$ cat src/rtl/stream_ctx_pkg.sv
package stream_ctx_pkg;
  parameter int DW = 16;
  localparam int FLAG_BIT = DW - 1;

  typedef enum logic [1:0] {
    ST_HDR  = 2'd0,
    ST_DATA = 2'd1,
    ST_CFG  = 2'd2
  } frame_st_e;
endpackage

$ cat src/rtl/frame_tracker.sv
module frame_tracker
  import stream_ctx_pkg::*;
(
  input  logic clk,
  input  logic rst_n,
  input  logic in_valid,
  input  logic in_last,
  input  logic hdr_flag,
  output logic at_hdr,
  output logic in_pay,
  output logic in_cfg
);
  frame_st_e st_q, st_d;

  always_comb begin
    st_d = st_q;
    if (in_valid) begin
      if (in_last)              st_d = ST_HDR;
      else if (st_q == ST_HDR)  st_d = hdr_flag ? ST_CFG : ST_DATA;
    end
  end

  always_ff @(posedge clk or negedge rst_n) begin
    if (!rst_n) st_q <= ST_HDR;
    else        st_q <= st_d;
  end

  assign at_hdr = (st_q == ST_HDR);
  assign in_pay = (st_q == ST_DATA);
  assign in_cfg = (st_q == ST_CFG);

  // a header carrying last completes its packet
  a_r8_single_hdr: assert property (@(posedge clk) disable iff (!rst_n)
    (in_valid && at_hdr && in_last) |=> at_hdr);
  // idle cycles leave the framing untouched
  a_r4_idle_hold: assert property (@(posedge clk) disable iff (!rst_n)
    (!in_valid) |=> $stable(st_q));
endmodule

$ cat src/rtl/ctx_keeper.sv
module ctx_keeper
  import stream_ctx_pkg::*;
(
  input  logic          clk,
  input  logic          rst_n,
  input  logic          ld_en,
  input  logic [DW-1:0] ld_data,
  input  logic          wr_en,
  input  logic [DW-1:0] wr_data,
  input  logic          acc_en,
  input  logic [DW-1:0] acc_add,
  input  logic          snap_en,
  output logic [DW-1:0] sum_o,
  output logic [DW-1:0] snap_q
);
  logic [DW-1:0] ctx_q, ctx_d, snap_d;
  logic          ctx_en;

  assign sum_o  = ctx_q + acc_add;
  assign ctx_en = ld_en | wr_en | acc_en;

  always_comb begin
    ctx_d = ctx_q;
    if (ld_en)       ctx_d = ld_data;
    else if (wr_en)  ctx_d = wr_data;
    else if (acc_en) ctx_d = sum_o;
  end

  assign snap_d = snap_en ? ctx_q : snap_q;

  always_ff @(posedge clk or negedge rst_n) begin
    if (!rst_n)      ctx_q <= '0;
    else if (ctx_en) ctx_q <= ctx_d;
  end

  always_ff @(posedge clk or negedge rst_n) begin
    if (!rst_n) snap_q <= '0;
    else        snap_q <= snap_d;
  end

  // load wins over any other update
  a_r6_load_wins: assert property (@(posedge clk) disable iff (!rst_n)
    ld_en |=> (ctx_q == $past(ld_data)));
  // snapshot reflects the pre-edge context
  a_r7_snapshot: assert property (@(posedge clk) disable iff (!rst_n)
    snap_en |=> (snap_q == $past(ctx_q)));
  // snapshot holds without store
  a_r7_hold: assert property (@(posedge clk) disable iff (!rst_n)
    !snap_en |=> $stable(snap_q));
  // in-band write lands when not overridden
  a_r5_inband: assert property (@(posedge clk) disable iff (!rst_n)
    (wr_en && !ld_en) |=> (ctx_q == $past(wr_data)));
endmodule

$ cat src/rtl/out_stage.sv
module out_stage
  import stream_ctx_pkg::*;
(
  input  logic          clk,
  input  logic          rst_n,
  input  logic          fwd,
  input  logic          last_i,
  input  logic [DW-1:0] word_i,
  output logic [DW-1:0] out_data,
  output logic          out_valid,
  output logic          out_last
);
  logic [DW-1:0] data_d;
  logic          valid_d, last_d;

  assign valid_d = fwd;
  assign last_d  = fwd & last_i;
  assign data_d  = fwd ? word_i : out_data;

  always_ff @(posedge clk or negedge rst_n) begin
    if (!rst_n) begin
      out_valid <= 1'b0;
      out_last  <= 1'b0;
      out_data  <= '0;
    end else begin
      out_valid <= valid_d;
      out_last  <= last_d;
      out_data  <= data_d;
    end
  end

  // output strobe and last marker follow the input by one cycle
  a_r4_latency: assert property (@(posedge clk) disable iff (!rst_n)
    fwd |=> (out_valid && (out_last == $past(last_i))));
  a_r4_no_spurious: assert property (@(posedge clk) disable iff (!rst_n)
    !fwd |=> !out_valid);
endmodule

$ cat src/rtl/stream_ctx_wrap.sv
module stream_ctx_wrap
  import stream_ctx_pkg::*;
(
  input  logic          clk,
  input  logic          rst_n,
  input  logic [DW-1:0] in_data,
  input  logic          in_valid,
  input  logic          in_last,
  output logic [DW-1:0] out_data,
  output logic          out_valid,
  output logic          out_last,
  input  logic [DW-1:0] ctx_wr_data,
  output logic [DW-1:0] ctx_rd_data,
  input  logic          ctx_load,
  input  logic          ctx_store
);
  logic          at_hdr, in_pay, in_cfg;
  logic          cfg_hdr, drop, fwd, acc_en, wr_en;
  logic [DW-1:0] sum, fwd_word;

  frame_tracker u_frame (
    .clk      (clk),
    .rst_n    (rst_n),
    .in_valid (in_valid),
    .in_last  (in_last),
    .hdr_flag (in_data[FLAG_BIT]),
    .at_hdr   (at_hdr),
    .in_pay   (in_pay),
    .in_cfg   (in_cfg)
  );

  assign cfg_hdr  = at_hdr & in_data[FLAG_BIT];
  assign drop     = cfg_hdr | in_cfg;
  assign fwd      = in_valid & ~drop;
  assign acc_en   = in_valid & in_pay;
  assign wr_en    = in_valid & in_cfg;
  assign fwd_word = at_hdr ? in_data : sum;

  ctx_keeper u_ctx (
    .clk     (clk),
    .rst_n   (rst_n),
    .ld_en   (ctx_load),
    .ld_data (ctx_wr_data),
    .wr_en   (wr_en),
    .wr_data (in_data),
    .acc_en  (acc_en),
    .acc_add (in_data),
    .snap_en (ctx_store),
    .sum_o   (sum),
    .snap_q  (ctx_rd_data)
  );

  out_stage u_out (
    .clk       (clk),
    .rst_n     (rst_n),
    .fwd       (fwd),
    .last_i    (in_last),
    .word_i    (fwd_word),
    .out_data  (out_data),
    .out_valid (out_valid),
    .out_last  (out_last)
  );

  // plain header passes through unchanged
  a_r2_hdr_bypass: assert property (@(posedge clk) disable iff (!rst_n)
    (in_valid && at_hdr && !in_data[FLAG_BIT]) |=> (out_data == $past(in_data)));
  // configuration packet words never reach the output
  a_r5_cfg_hidden: assert property (@(posedge clk) disable iff (!rst_n)
    (in_valid && (cfg_hdr || in_cfg)) |=> !out_valid);
  // outputs quiet while in reset
  a_r1_reset_quiet: assert property (@(posedge clk)
    !rst_n |-> (!out_valid && !out_last));
endmodule

$ cat config.mk
export PLATFORM = sky130hd
export DESIGN_NAME = stream_ctx_wrap
export DESIGN_NICKNAME = d
export VERILOG_FILES = /design/src/rtl/stream_ctx_pkg.sv /design/src/rtl/frame_tracker.sv /design/src/rtl/ctx_keeper.sv /design/src/rtl/out_stage.sv /design/src/rtl/stream_ctx_wrap.sv
export SDC_FILE = /design/constraint.sdc
export NUM_CORES = 1
export LEC_CHECK = 0
export ABC_AREA = 1
export BUFFER_PORTS_ARGS = -buffer_cell sky130_fd_sc_hd__buf_2
export CAP_MARGIN = 20
export CORE_MARGIN = 2
export CORE_UTILIZATION = 50
export DETAILED_ROUTE_END_ITERATION = 16
export GPL_TIMING_DRIVEN = 0
export PLACE_DENSITY = 0.86
export SYNTH_ARGS = -nofsm -noshare
export SYNTH_HDL_FRONTEND = slang
export SYNTH_HIERARCHICAL = 1
export SYNTH_SLANG_ARGS = --single-unit
$ cat constraint.sdc
create_clock -name clk -period 2.1 [get_ports clk]
set_clock_uncertainty 0.2 [all_clocks]
set_input_delay 0.42 -clock clk [delete_from_list [all_inputs] [get_ports clk]]
set_output_delay 0.42 -clock clk [all_outputs]
set_load 0.005 [all_outputs]
==> impl_metrics.tcl <==
set metrics [dict create \
    crit_type "register to register" \
    yosysWarnings 6 \
    synth_cells 524 \
    post-route-min-period_ps 2170 \
    cp_cell_sequence "ha_4 -> fa_2 -> nand2_2 -> nand2_4 -> nand2_4 -> buf_4 -> xor2_2 -> nand2_1 -> nand3_2 -> o211ai_1" \
    r2r-end "u_ctx/ctx_q[4]$_DFFE_PN0P_" \
    min_from "in_last" \
    chipWidth_um 88.3 \
    r2r_slack_ps -70 \
    via_per_inst 5.11 \
    violations "negative setup slack" \
    ir_drop_mv 0.453 \
    finalCritPeriodShare_pct 104 \
    numCtsBuffers 5 \
    grt_remaining_overflow 0 \
    grt_first_pass_wirelength_mm 15.2 \
    start_util_pct 52.0 \
    gp_congestion 0.951 \
    ff_latch_area_mm2 0.00130 \
    cts_root_buf "clkbuf_8" \
    leakage_nw 2.59 \
    antenna_cells 0 \
    synth_cell_types 33 \
    synth_nets 578 \
    multi_input_area_mm2 0.00209 \
    setup_slack_ps -74.0 \
    hpwl_mm 7.25 \
    cts.path.max_buffers 2 \
    critPathArrivalTime_ps 2170 \
    rr_startpoint "u_ctx/ctx_q[0]$_DFFE_PN0P_" \
    ant_nets 0 \
    drtIter0Drc 404 \
    antenna_found_initial 0 \
    setup_viol 5 \
    synthToLayoutAreaGrowth_pct 27.9 \
    holdPathStages 3 \
    grt_pass1_vias 3285 \
    routed_wirelength_mm 9.97 \
    rsz0062_at_grt "true" \
    numPortBuffers 69 \
    cts_tree "done" \
    worst-slew-pin-transition_ps 518 \
    ys_ff_latch 52 \
    fin_nets 665 \
    first_pass_iters 5 \
    drv_slew 0 \
    holdPathEnd "u_out/out_last$_DFF_PN0_" \
    finalHoldViolations 0 \
    synth_seq_area_share_pct 36.6 \
    path_common_cell "nand2_4" \
    grtUsageTotal_pct 24.7 \
    outcome "complete, but fails checks" \
    crit_path_end_kind "register" \
    core_area_mm2 0.00683 \
    power.density_mw_per_mm2 869 \
    die_area_mm2 0.00780 \
    startpoint_type "register" \
    htree_levels 2 \
    cpPeakStageDelay_ps 430 \
    rows 30 \
    wl_per_cell_um 14.1 \
    maxSlewHeadroom_pct 65.4 \
    timing.hold.ws_ps 133 \
    hp-class "input pin to register" \
    fmax_mhz 460 \
    io_pins 72 \
    required_ps 2100 \
    fill_cells 597 \
    drive_gt1_share_pct 28.6 \
    clkSlewWorstSetupHoldPaths_ps 100 \
    drc_errors 0 \
    r2r_cells 10 \
    crit_path_top_delay_cell "dfrtp_1" \
    clk_latency_ps 310 \
    path_max_fanout 2 \
    maxCapViolCount 0 \
    avgSynthCellArea_um2 6.78 \
    syn_area_mm2 0.00355 \
    vias 3620 \
    die_h_um 88.3 \
    grt_max_degree 53 \
    cts_sinks 52 \
    tns_ps -187 \
]
-- worst max-delay path: cells and delay by family (launching register included) --
family          cells  cell delay (ps)
compound gates      1               90
xor+xnor            1              190
fa+ha+maj           2              580
buf+inv             1              120
flops               1              430
simple gates        5              440
-- cells in the mapped netlist (all sizes together) --
cell,count,area [µm²]
nand2,195,759
inv,92,350
dfrtp,52,1300
nor2,51,199
o21ai,30,154
nand3,24,120
a21oi,21,105
buf,15,105
ha,15,188
xor2,5,51.3
mux2,4,45.0
o211ai,4,30.0
or2,4,27.5
nor3,3,30.0
xnor2,3,26.3
a22o,2,17.5
nand4,2,12.5
fa,1,20.0
o21bai,1,11.3
-- worst max path at each step --
stage / from / to / slack (ps) / cells after the start
after global routing: u_ctx/ctx_q[0]$_DFFE_PN0P_ / u_out/out_data[14]$_DFFE_PN0P_ / -140 / 14
final: u_ctx/ctx_q[0]$_DFFE_PN0P_ / u_ctx/ctx_q[4]$_DFFE_PN0P_ / -70 / 10
after detailed placement: in_data[0] / u_out/out_data[14]$_DFFE_PN0P_ / -430 / 14
after CTS: u_ctx/ctx_q[0]$_DFFE_PN0P_ / u_out/out_data[14]$_DFFE_PN0P_ / -7 / 13
after global placement: in_data[0] / u_out/out_data[14]$_DFFE_PN0P_ / -370 / 14
after floorplan: in_data[0] / u_out/out_data[8]$_DFFE_PN0P_ / 6 / 14
-- routing by layer --
layer | global-route usage, % | part of all wire (%)
met1 | 33.4 | 41
met2 | 41.9 | 49
met3 | 3.45 | 7.5
met4 | 6.61 | 2.4
met5 | 0 | 0
-- through the flow --
stage	cells	power [mW]	instance area, µm²	setup WS, ps	utilization (%)
5_1_grt	708	4.23	4550	-138	66.5
3_5_place_dp	689	2.90	4020	-434	58.8
2_1_floorplan	524	2.39	3550	5.72	-
6_report	708	3.95	4550	-74.0	66.5
4_1_cts	699	3.71	4220	-7.49	61.7
3_3_place_gp	689	2.84	4020	-367	58.8
-- flip-flops by register name, summed over array words and instances (netlist names) --
name,flops
u_ctx/ctx_q,16
u_out/out_valid,1
u_out/out_data,16
u_out/out_last,1
u_frame/st_q,2
u_ctx/snap_q,16
-- power breakdown --
part / internal (mW) / switching (mW)
logic: 0.769 / 1.05
clock network: 0.391 / 0.352
registers: 1.23 / 0.161
-- area by class of cell --
cell class	instances	area share (%)
plain buffers	15	2.42
clock buffers	6	1.82
flip-flops and latches	52	28.7
clock inverters	2	0.853
well taps	96	2.64
repair buffers	80	9.74
multi-input cells	365	46.1
inverters	92	7.76
-- cell usage in the layout (no fill, tap or decap), types with 3 or more instances in the layout --
cell type / netlist / final
nand2_1: 186 / 172
inv_1: 86 / 86
buf_2: 8 / 75
dfrtp_1: 52 / 50
nor2_1: 48 / 48
o21ai_0: 27 / 19
a21oi_1: 21 / 19
nand2_2: 8 / 19
nand3_1: 24 / 16
ha_4: 0 / 12
buf_4: 2 / 11
o21ai_1: 2 / 8
nand3_2: 0 / 7
clkbuf_8: 0 / 6
inv_2: 5 / 4
nand2_4: 1 / 4
mux2_2: 4 / 4
o211ai_1: 4 / 4
o21ai_2: 1 / 3
nor3_2: 3 / 3
xor2_2: 1 / 3
ha_1: 15 / 3
-- kinds of logic (layout without fill, tap and decap cells) --
family,after synthesis,after routing,share of synthesized area [%]
AO/OA/AOI/OAI,58,58,8.94
flip-flops,52,52,36.6
adder cells (fa/ha/maj),16,16,5.85
multiplexers,4,4,1.27
buffers and inverters,107,195,12.8
XOR/XNOR,8,8,2.18
AND/OR/NAND/NOR,279,279,32.3
-- timing repair --
item	in CTS	in global routing
hold endpoints to repair	0	20
pin swaps	0	16
hold buffers	0	1
endpoints found under the setup margin	15	20
resized for setup	14	53
setup buffers	2	7
Power figures use the tool's default switching activity.
